[config.mk]
export PLATFORM = sky130hd
export DESIGN_NAME = gpio_edge_agg
export DESIGN_NICKNAME = d
export VERILOG_FILES = /design/src/rtl/gpio_evt_pkg.sv /design/src/rtl/gpio_sync2.sv /design/src/rtl/gpio_edge_det.sv /design/src/rtl/gpio_evt_port.sv /design/src/rtl/gpio_edge_agg.sv
export SDC_FILE = /design/constraint.sdc
export NUM_CORES = 1
export LEC_CHECK = 0
export BUFFER_PORTS_ARGS = -buffer_cell sky130_fd_sc_hd__buf_2
export CAP_MARGIN = 25
export CORE_ASPECT_RATIO = 1.2
export CORE_MARGIN = 10
export CORE_UTILIZATION = 35
export CTS_CLUSTER_DIAMETER = 200
export DETAILED_ROUTE_END_ITERATION = 8
export PLACE_DENSITY = 0.58
export SYNTH_ARGS = -nofsm -noshare
export SYNTH_HDL_FRONTEND = slang
export SYNTH_HIERARCHICAL = 1
export SYNTH_SLANG_ARGS = --single-unit
[constraint.sdc]
create_clock -name clk -period 2.4 [get_ports clk]
set_input_delay 0.36 -clock clk [delete_from_list [all_inputs] [get_ports clk]]
set_output_delay 0.36 -clock clk [all_outputs]
set_load 0.02 [all_outputs]
[src/rtl/gpio_evt_pkg.sv]
package gpio_evt_pkg;
    localparam int REG_AW = 4;
    localparam int REG_DW = 32;

    typedef enum logic [2:0] {
        F_RISE_EN = 3'd0,
        F_FALL_EN = 3'd1,
        F_RISE_ST = 3'd2,
        F_FALL_ST = 3'd3,
        F_CLEAR   = 3'd4,
        F_SUMMARY = 3'd7
    } field_e;

    localparam logic [REG_AW-1:0] SUMMARY_ADDR = 4'hF;
endpackage

[src/rtl/gpio_sync2.sv]
module gpio_sync2 #(
    parameter int W = 8
) (
    input  logic         clk,
    input  logic         rst_n,
    input  logic [W-1:0] async_in,
    output logic [W-1:0] sync_out
);
    logic [W-1:0] stage1_q;
    logic [W-1:0] stage2_q;

    always_ff @(posedge clk or negedge rst_n) begin
        if (!rst_n) begin
            stage1_q <= '0;
            stage2_q <= '0;
        end else begin
            stage1_q <= async_in;
            stage2_q <= stage1_q;
        end
    end

    assign sync_out = stage2_q;
endmodule

[src/rtl/gpio_edge_det.sv]
module gpio_edge_det #(
    parameter int W = 8
) (
    input  logic         clk,
    input  logic         rst_n,
    input  logic [W-1:0] level,
    output logic [W-1:0] went_high,
    output logic [W-1:0] went_low
);
    logic [W-1:0] prev_q;

    always_ff @(posedge clk or negedge rst_n) begin
        if (!rst_n) prev_q <= '0;
        else        prev_q <= level;
    end

    always_comb begin
        went_high = level & ~prev_q;
        went_low  = ~level & prev_q;
    end
endmodule

[src/rtl/gpio_evt_port.sv]
module gpio_evt_port
    import gpio_evt_pkg::*;
#(
    parameter int W = 8
) (
    input  logic         clk,
    input  logic         rst_n,
    input  logic [W-1:0] pins,
    input  logic         wr_sel,
    input  logic [2:0]   wr_field,
    input  logic [W-1:0] wr_data,
    input  logic [2:0]   rd_field,
    output logic [W-1:0] rd_val,
    output logic         any_pend
);
    logic [W-1:0] pin_sync;
    logic [W-1:0] went_high;
    logic [W-1:0] went_low;
    logic [W-1:0] rise_en_q;
    logic [W-1:0] fall_en_q;
    logic [W-1:0] rise_flag_q;
    logic [W-1:0] fall_flag_q;
    logic [W-1:0] rise_hit;
    logic [W-1:0] fall_hit;
    logic [W-1:0] clr_mask;

    gpio_sync2 #(.W(W)) u_sync (
        .clk      (clk),
        .rst_n    (rst_n),
        .async_in (pins),
        .sync_out (pin_sync)
    );

    gpio_edge_det #(.W(W)) u_edge (
        .clk       (clk),
        .rst_n     (rst_n),
        .level     (pin_sync),
        .went_high (went_high),
        .went_low  (went_low)
    );

    always_comb begin
        rise_hit = went_high & rise_en_q;
        fall_hit = went_low & fall_en_q;
        clr_mask = (wr_sel && wr_field == F_CLEAR) ? wr_data : '0;
    end

    always_ff @(posedge clk or negedge rst_n) begin
        if (!rst_n) begin
            rise_en_q <= '0;
            fall_en_q <= '0;
        end else if (wr_sel) begin
            if (wr_field == F_RISE_EN) rise_en_q <= wr_data;
            if (wr_field == F_FALL_EN) fall_en_q <= wr_data;
        end
    end

    // A detected edge outranks a clear of the same pin in the same cycle.
    always_ff @(posedge clk or negedge rst_n) begin
        if (!rst_n) begin
            rise_flag_q <= '0;
            fall_flag_q <= '0;
        end else begin
            rise_flag_q <= (rise_flag_q & ~clr_mask) | rise_hit;
            fall_flag_q <= (fall_flag_q & ~clr_mask) | fall_hit;
        end
    end

    always_comb begin
        unique case (rd_field)
            F_RISE_EN: rd_val = rise_en_q;
            F_FALL_EN: rd_val = fall_en_q;
            F_RISE_ST: rd_val = rise_flag_q;
            F_FALL_ST: rd_val = fall_flag_q;
            default:   rd_val = '0;
        endcase
    end

    assign any_pend = |{rise_flag_q, fall_flag_q};

    // a newly set low-to-high flag needs an enabled transition one cycle earlier
    a_r5_rise_needs_enable: assert property (@(posedge clk) disable iff (!rst_n)
        ((rise_flag_q & ~$past(rise_flag_q) & ~$past(rise_en_q)) == '0));
    // the same holds for high-to-low flags
    a_r5_fall_needs_enable: assert property (@(posedge clk) disable iff (!rst_n)
        ((fall_flag_q & ~$past(fall_flag_q) & ~$past(fall_en_q)) == '0));
    // a detected edge sets its flag even when a clear arrives in the same cycle
    a_r7_edge_beats_clear: assert property (@(posedge clk) disable iff (!rst_n)
        (rise_hit != '0) |=> ((rise_flag_q & $past(rise_hit)) == $past(rise_hit)));
    // cleared pins that had no edge end up with both flags low
    a_r6_clear_drops: assert property (@(posedge clk) disable iff (!rst_n)
        ((clr_mask & ~(rise_hit | fall_hit)) != '0) |=>
        (((rise_flag_q | fall_flag_q) & $past(clr_mask & ~(rise_hit | fall_hit))) == '0));
endmodule

[src/rtl/gpio_edge_agg.sv]
module gpio_edge_agg
    import gpio_evt_pkg::*;
#(
    parameter int PA_W = 32,
    parameter int PB_W = 10
) (
    input  logic              clk,
    input  logic              rst_n,
    input  logic [PA_W-1:0]   pin_a,
    input  logic [PB_W-1:0]   pin_b,
    input  logic              ext_irq_req,
    input  logic              wr_en,
    input  logic [3:0]        wr_addr,
    input  logic [31:0]       wr_data,
    input  logic [3:0]        rd_addr,
    output logic [31:0]       rd_data,
    output logic              irq_out
);
    localparam int BANKS = 2;

    logic [BANKS-1:0] bank_wr;
    logic [BANKS-1:0] bank_pend;
    logic [31:0]      bank_rd [BANKS];

    assign bank_wr[0] = wr_en && !wr_addr[3];
    assign bank_wr[1] = wr_en && wr_addr[3];

    generate
        for (genvar b = 0; b < BANKS; b++) begin : g_bank
            localparam int BW = (b == 0) ? PA_W : PB_W;
            logic [BW-1:0] pins_w;
            logic [BW-1:0] rd_w;
            if (b == 0) begin : g_a
                assign pins_w = pin_a;
            end else begin : g_b
                assign pins_w = pin_b;
            end

            gpio_evt_port #(.W(BW)) u_port (
                .clk      (clk),
                .rst_n    (rst_n),
                .pins     (pins_w),
                .wr_sel   (bank_wr[b]),
                .wr_field (wr_addr[2:0]),
                .wr_data  (wr_data[BW-1:0]),
                .rd_field (rd_addr[2:0]),
                .rd_val   (rd_w),
                .any_pend (bank_pend[b])
            );

            if (BW < 32) begin : g_pad
                assign bank_rd[b] = {{(32-BW){1'b0}}, rd_w};
            end else begin : g_full
                assign bank_rd[b] = rd_w;
            end
        end
    endgenerate

    always_comb begin
        if (rd_addr == SUMMARY_ADDR) rd_data = {30'd0, bank_pend};
        else                         rd_data = bank_rd[rd_addr[3]];
    end

    assign irq_out = ext_irq_req | (|bank_pend);

    // the external request alone is enough to raise the shared line
    a_r9_ext_forces_irq: assert property (@(posedge clk) disable iff (!rst_n)
        ext_irq_req |-> irq_out);
    // without the external request, the line is high only when a bank reports pending
    a_r8_irq_from_bank: assert property (@(posedge clk) disable iff (!rst_n)
        (irq_out && !ext_irq_req) |-> (bank_pend != '0));
endmodule

# After elaboration in Yosys (flattened, before gate mapping)
# Index checks and enable logic that the tools add are counted.
totals:
  latch_bits: 0
  out_inout_bits: 33
  ram_bits: 0
  rom_bits: 0
  mem_count: 0
  elab_cells: 67
  in_bits: 86
  reg_bits: 294
op_classes:
  mux: 8
  shift: 0
  addsub: 0
  div: 0
  order_cmp: 1
  n_eq_ne: 6
  mul: 0
  bitwise: 24
  n_reduce_logical: 14
op_table:
  columns: ["cell", "count"]
  rows:
  - ["$and A32 B32 Y32", 6]
  - ["$mux W32", 5]
  - ["$pmux W32 S4", 1]
  - ["$not A32 Y32", 3]
  - ["$reduce_or A84 Y1", 1]
  - ["$or A32 B32 Y32", 2]
  - ["$reduce_or A64 Y1", 1]
  - ["$and A10 B10 Y10", 6]
  - ["$pmux W10 S4", 1]
  - ["$not A10 Y10", 3]
  - ["$or A10 B10 Y10", 2]
  - ["$reduce_or A20 Y1", 1]
  - ["$mux W10", 1]
  - ["$reduce_and A2 Y1", 4]
  - ["$eq A3 B1 Y1 const B", 2]
  - ["$eq A3 B2 Y1 const B", 2]
  - ["$logic_not A3 Y1", 2]
  - ["$eq A4 B4 Y1 const B", 1]
  - ["$logic_and A1 B1 Y1", 4]
  - ["$eq A3 B3 Y1 const B", 1]
  - ["$ge A2 B2 Y1 const B", 1]
  - ["$not A1 Y2", 1]
  - ["$logic_not A1 Y1", 1]
  - ["$or A1 B1 Y1", 1]

# Logic depth before layout (Yosys ltp)
depth:
  ltp_word: 7
  ltp_mapped: 7
  ltp_nobuf: 5

# Modules after synthesis
# The synthesis kept the hierarchy.
by_module_without_submodules:
  columns: ["module", "cells_per_inst", "seq_area_each_um2", "area_each_um2", "instances"]
  rows:
  - ["gpio_evt_port at g_bank[0].u_port", 436, 3203.1, 5576.6, 1]
  - ["gpio_evt_port at g_bank[1].u_port", 125, 1001.0, 1886.8, 1]
  - ["gpio_sync2 at g_bank[0].u_port.u_sync", 64, 1601.5, 1601.5, 1]
  - ["gpio_edge_det at g_bank[0].u_port.u_edge", 96, 800.8, 1361.3, 1]
  - ["gpio_sync2 at g_bank[1].u_port.u_sync", 20, 500.5, 500.5, 1]
  - ["gpio_edge_det at g_bank[1].u_port.u_edge", 30, 250.2, 425.4, 1]
  - ["gpio_edge_agg", 51, 0.0, 375.4, 1]

# Least setup slack after synthesis
# No wires, ideal clock.
synth_path:
  kind: "register to output"
  startpoint: "reg g_bank[0].u_port.rise_flag_q[20]"
  endpoint: "out irq_out"
  path_slack_ns: 0.332
  path_stages_with_launch: 5
  arrival_time_ns: 1.708
  required_time_ns: 2.040
  path_buffers: 0
  cell_sequence: "dfrtp_1 nor4_1 nand4_1 or4_1 or3_1"
synth_via:
  elab_chain_cells: 2
synth_lines:
  columns: ["element", "line_no", "text"]
  rows:
  - ["start, declared", "gpio_evt_port.sv:21", "logic [W-1:0] rise_flag_q;"]
  - ["start signal, assigned", "gpio_evt_port.sv:64", "rise_flag_q <= (rise_flag_q & ~clr_mask) | rise_hit;"]
  - ["$reduce_or A84 Y1", "gpio_edge_agg.sv:64", "assign irq_out = ext_irq_req | (|bank_pend);"]
  - ["$or A1 B1 Y1", "gpio_edge_agg.sv:64", null]
  - ["end, declared", "gpio_edge_agg.sv:17", "output logic irq_out"]
# Every way passes these cells.

# Worst setup path after layout
layout_path:
  startpoint: "reg g_bank[0].u_port.fall_flag_q[4]"
  endpoint: "out irq_out"
layout_via:
  elab_chain_cells: 2
layout_lines:
  columns: ["element", "line_no", "text"]
  rows:
  - ["start, declared", "gpio_evt_port.sv:22", "logic [W-1:0] fall_flag_q;"]
  - ["start signal, assigned", "gpio_evt_port.sv:65", "fall_flag_q <= (fall_flag_q & ~clr_mask) | fall_hit;"]
  - ["$reduce_or A84 Y1", "gpio_edge_agg.sv:64", null]
  - ["$or A1 B1 Y1", "gpio_edge_agg.sv:64", null]
# Every way passes these cells.

==> results.md <==
- GRT Total Usage: approximately 15%
- Peak VDD IR: 0.000443 V
- Final hold vios: 0
- Htree depth: 2
- Synth Flop Type: dfrtp_1
- Seq cells post-synth: approximately 290
- CTS sink count: approximately 300
- Layout Skew: about 17 ps
- Hold Crit Class: in -> reg
- Tightest Pin Transition: roughly 530 ps
- Critical path class: reg -> out
- Fin nets: between 1000 and 1500
- CP max stage cell: or4_4
- Critical path startpoint category: register
- Syn Area/Cell: approximately 14 sq um
- Worst endpoint data arrival time: roughly 2500 ps
- RSZ-0062 raised after global routing: true
- Post-Route Utilization: approximately 45%
- Fill count: ~3000
- Nature of the critical path endpoint: primary output
- Antenna-violating nets left: 0
- Deepest clock path buffer count: 3
- Sequential cell area: around 7400 sq um
- Mapped Area: about 12000 sq um
- First-pass GRT wire length: roughly 48000 microns
- Largest net degree at the start of global routing: 71
- Max-cap viol count: 0
- Mapped Cells: 822
- Post-DP HPWL: a little over 20000 microns
- Remaining DRCs: 0
- Area growth from synthesis to layout: 27.6%
- DR vias: roughly 7700
- Gpl congestion: 0.777
- I/O Buffers: about 120
- Min Clock Period, post-route: around 2900 ps
- CTS tree: yes
- DIE AREA: 41300 sq um
- Final period util: 119%
- Grt ovf: 0
- Outcome: complete, but fails checks
- Ys Warns: 6
- Die height: approximately 220 microns
- Place WS: -237 ps
- Fin. max-slew vios: 0
- Final setup fails: 3
- Syn_nets: roughly 900
- Detailed-route wire length per cell: 19.5 microns
- Number of buffers created by CTS: 34
- Largest stage delay, worst path: 490 ps
- Initial antenna violation count: 3
- Power per Cell Area: between 800 and 900 nW/um^2
- Final worst slack: -452 ps
- Lkg Pwr: 0.00689 uW
- Crit path cell chain: nor4_4 -> buf_4 -> nand4_1 -> or4_4 -> or3_4 -> buf_6
- Ant. Diodes: 0
- Post-synth EDFFs: 0
- Die Wd: 187 microns
- IO Pins: between 100 and 150
- Required @ worst endpoint: 2040 ps
- Crit path max fanout: 2
- Area of the multi-input gates: about 4300 sq um
- Fmax: between 0.3 and 0.4 GHz
- Row Count: between 70 and 80
- Initial DRC Count: roughly 420
- Sequential fraction of the synthesis area: 62.7%
- Post-synthesis async set-or-reset flop share: 100%
- Root Buffer: clkbuf_16
- Worst-path clk slew: roughly 60 ps
- Share of post-route cells with drive strength above 1: between 40 and 50%
- Post-Route WL: approximately 30000 microns
- Failing checks: setup timing
- Yosys cell types: 33
- Core area: about 33000 sq um
- Vias in the first global route: between 8000 and 9000
- Clock Latency Late Sink: between 500 and 600 ps
- Initial Util: between 30% and 40%
- Relative slew slack: approximately 64%
- Vias per Instance: between 4 and 5
- Drt first pass iters: 5
cells in the mapped netlist, types with 2 or more instances:
library cell,n,area [sq um]
buf_6,10,113
nor2b_1,33,206
buf_4,6,45.0
mux4_2,10,225
a22o_1,84,736
nand2_1,74,278
clkbuf_1,7,26.3
nand4_1,4,25.0
mux2_2,61,687
nor2_1,8,30.0
a22oi_1,64,480
dfrtp_1,294,7360
mux2i_1,8,80.1
nor4_1,21,131
mux2_4,14,210
and2b_2,84,736
buf_2,11,55.1
mux2_1,13,146
nor4bb_1,2,20.0
per-stage QoR:
stage	total power, uW	instances	instance area (sq um)	setup TNS [ps]	hold slack (ps)
after global routing	13900	1531	15000	-1290	94.1
after global placement	8180	1426	13300	-342	307
after floorplan	7290	822	11700	0	64.4
after detailed placement	8220	1426	13300	-397	316
final	13200	1531	15000	-1020	111
after CTS	13300	1529	14900	-1190	86.5
flip-flops by register name (all words and copies together), names as in the netlist:
register	flops
g_bank.u_port/rise_flag_q	42
g_bank.u_port/fall_en_q	42
g_bank.u_port/fall_flag_q	42
g_bank.u_port/rise_en_q	42
g_bank.u_port/u_sync/stage1_q	42
g_bank.u_port/u_sync/sync_out	42
g_bank.u_port/u_edge/prev_q	42
kinds of logic after synthesis:
group                  count (synthesis)  share of synthesized area [%]
muxes                                106                           11.5
and+or+nand+nor                      240                           13.4
AOI/OAI and AO/OA                    148                           10.4
DFF                                  294                           62.7
buffers and inverters                 34                           2.04
metal layers:
metal | share of wire, % | track usage (%)
met5 | 0.16 | 0
met3 | 5.2 | 3.51
met2 | 48 | 24.2
met4 | 2.4 | 4.82
met1 | 44 | 18.6
final timing paths:
kind / end / depth (start not counted) / from / slack [ps]
max: irq_out / 6 / g_bank[0].u_port/fall_flag_q[4] / -450
min: g_bank[0].u_port/rise_en_q[28] / 2 / wr_data[28] / 110
max reg2reg: g_bank[0].u_port/fall_flag_q[1] / 2 / g_bank[0].u_port/u_sync/sync_out[1] / 1390
min reg2reg: g_bank[0].u_port/u_sync/sync_out[31] / 0 / g_bank[0].u_port/u_sync/stage1_q[31] / 340
max in group asynchronous: g_bank[0].u_port/fall_en_q[27] / 3 / rst_n / 1310
min in group asynchronous: g_bank[0].u_port/u_sync/sync_out[28] / 2 / rst_n / 360
worst max-delay path: cells and delay by family, from the launching register on:
kind	cells	cell delay [ps]
buf+inv	2	290
simple gates	4	1300
flops	1	400
cells in the final DEF (no fill, tap or decap), types with 2 or more instances in the layout:
master and n:
mux4_2 10, mux2_1 13, buf_6 3, clkinvlp_4 3, a22o_1 84, nor2b_1 32
buf_2 112, nor2_1 5, dlygate4sd3_1 43, buf_4 66, a22oi_1 64, mux2_2 61
mux2_4 14, clkbuf_16 35, nor4bb_4 2, dfrtp_1 294, nor2_2 3, clkbuf_1 6
clkinv_2 10, mux2i_1 8, nand2_1 74, nand4_1 4, and2b_2 84, clkbuf_8 2
bufinv_16 2, buf_12 9, nor4_1 13, nor4_2 7
layout make-up:
type / instances / area share, %
clock buffers: 43 / 6.19
clock inverters: 16 / 0.945
multi-input cells: 494 / 28.5
flip-flops and latches: 294 / 49.2
well taps: 450 / 3.76
repair buffers: 234 / 11.5
timing repair:
item / 4_1_cts / 5_1_grt
endpoints found under the setup margin: 3 / 4
buffers inserted: 1 / 2
endpoints found under the hold margin: 83 / 0
pin swaps: 3 / 2
resized for setup: 10 / 13
hold buffers: 43 / 0
report_power, final:
part | switching [uW] | total [uW] | internal, uW
sequential | 606 | 6330 | 5730
clock | 2020 | 4970 | 2950
combinational | 781 | 1920 | 1140
total | 3400 | 13200 | 9820
(Power assumes the default switching activity.)
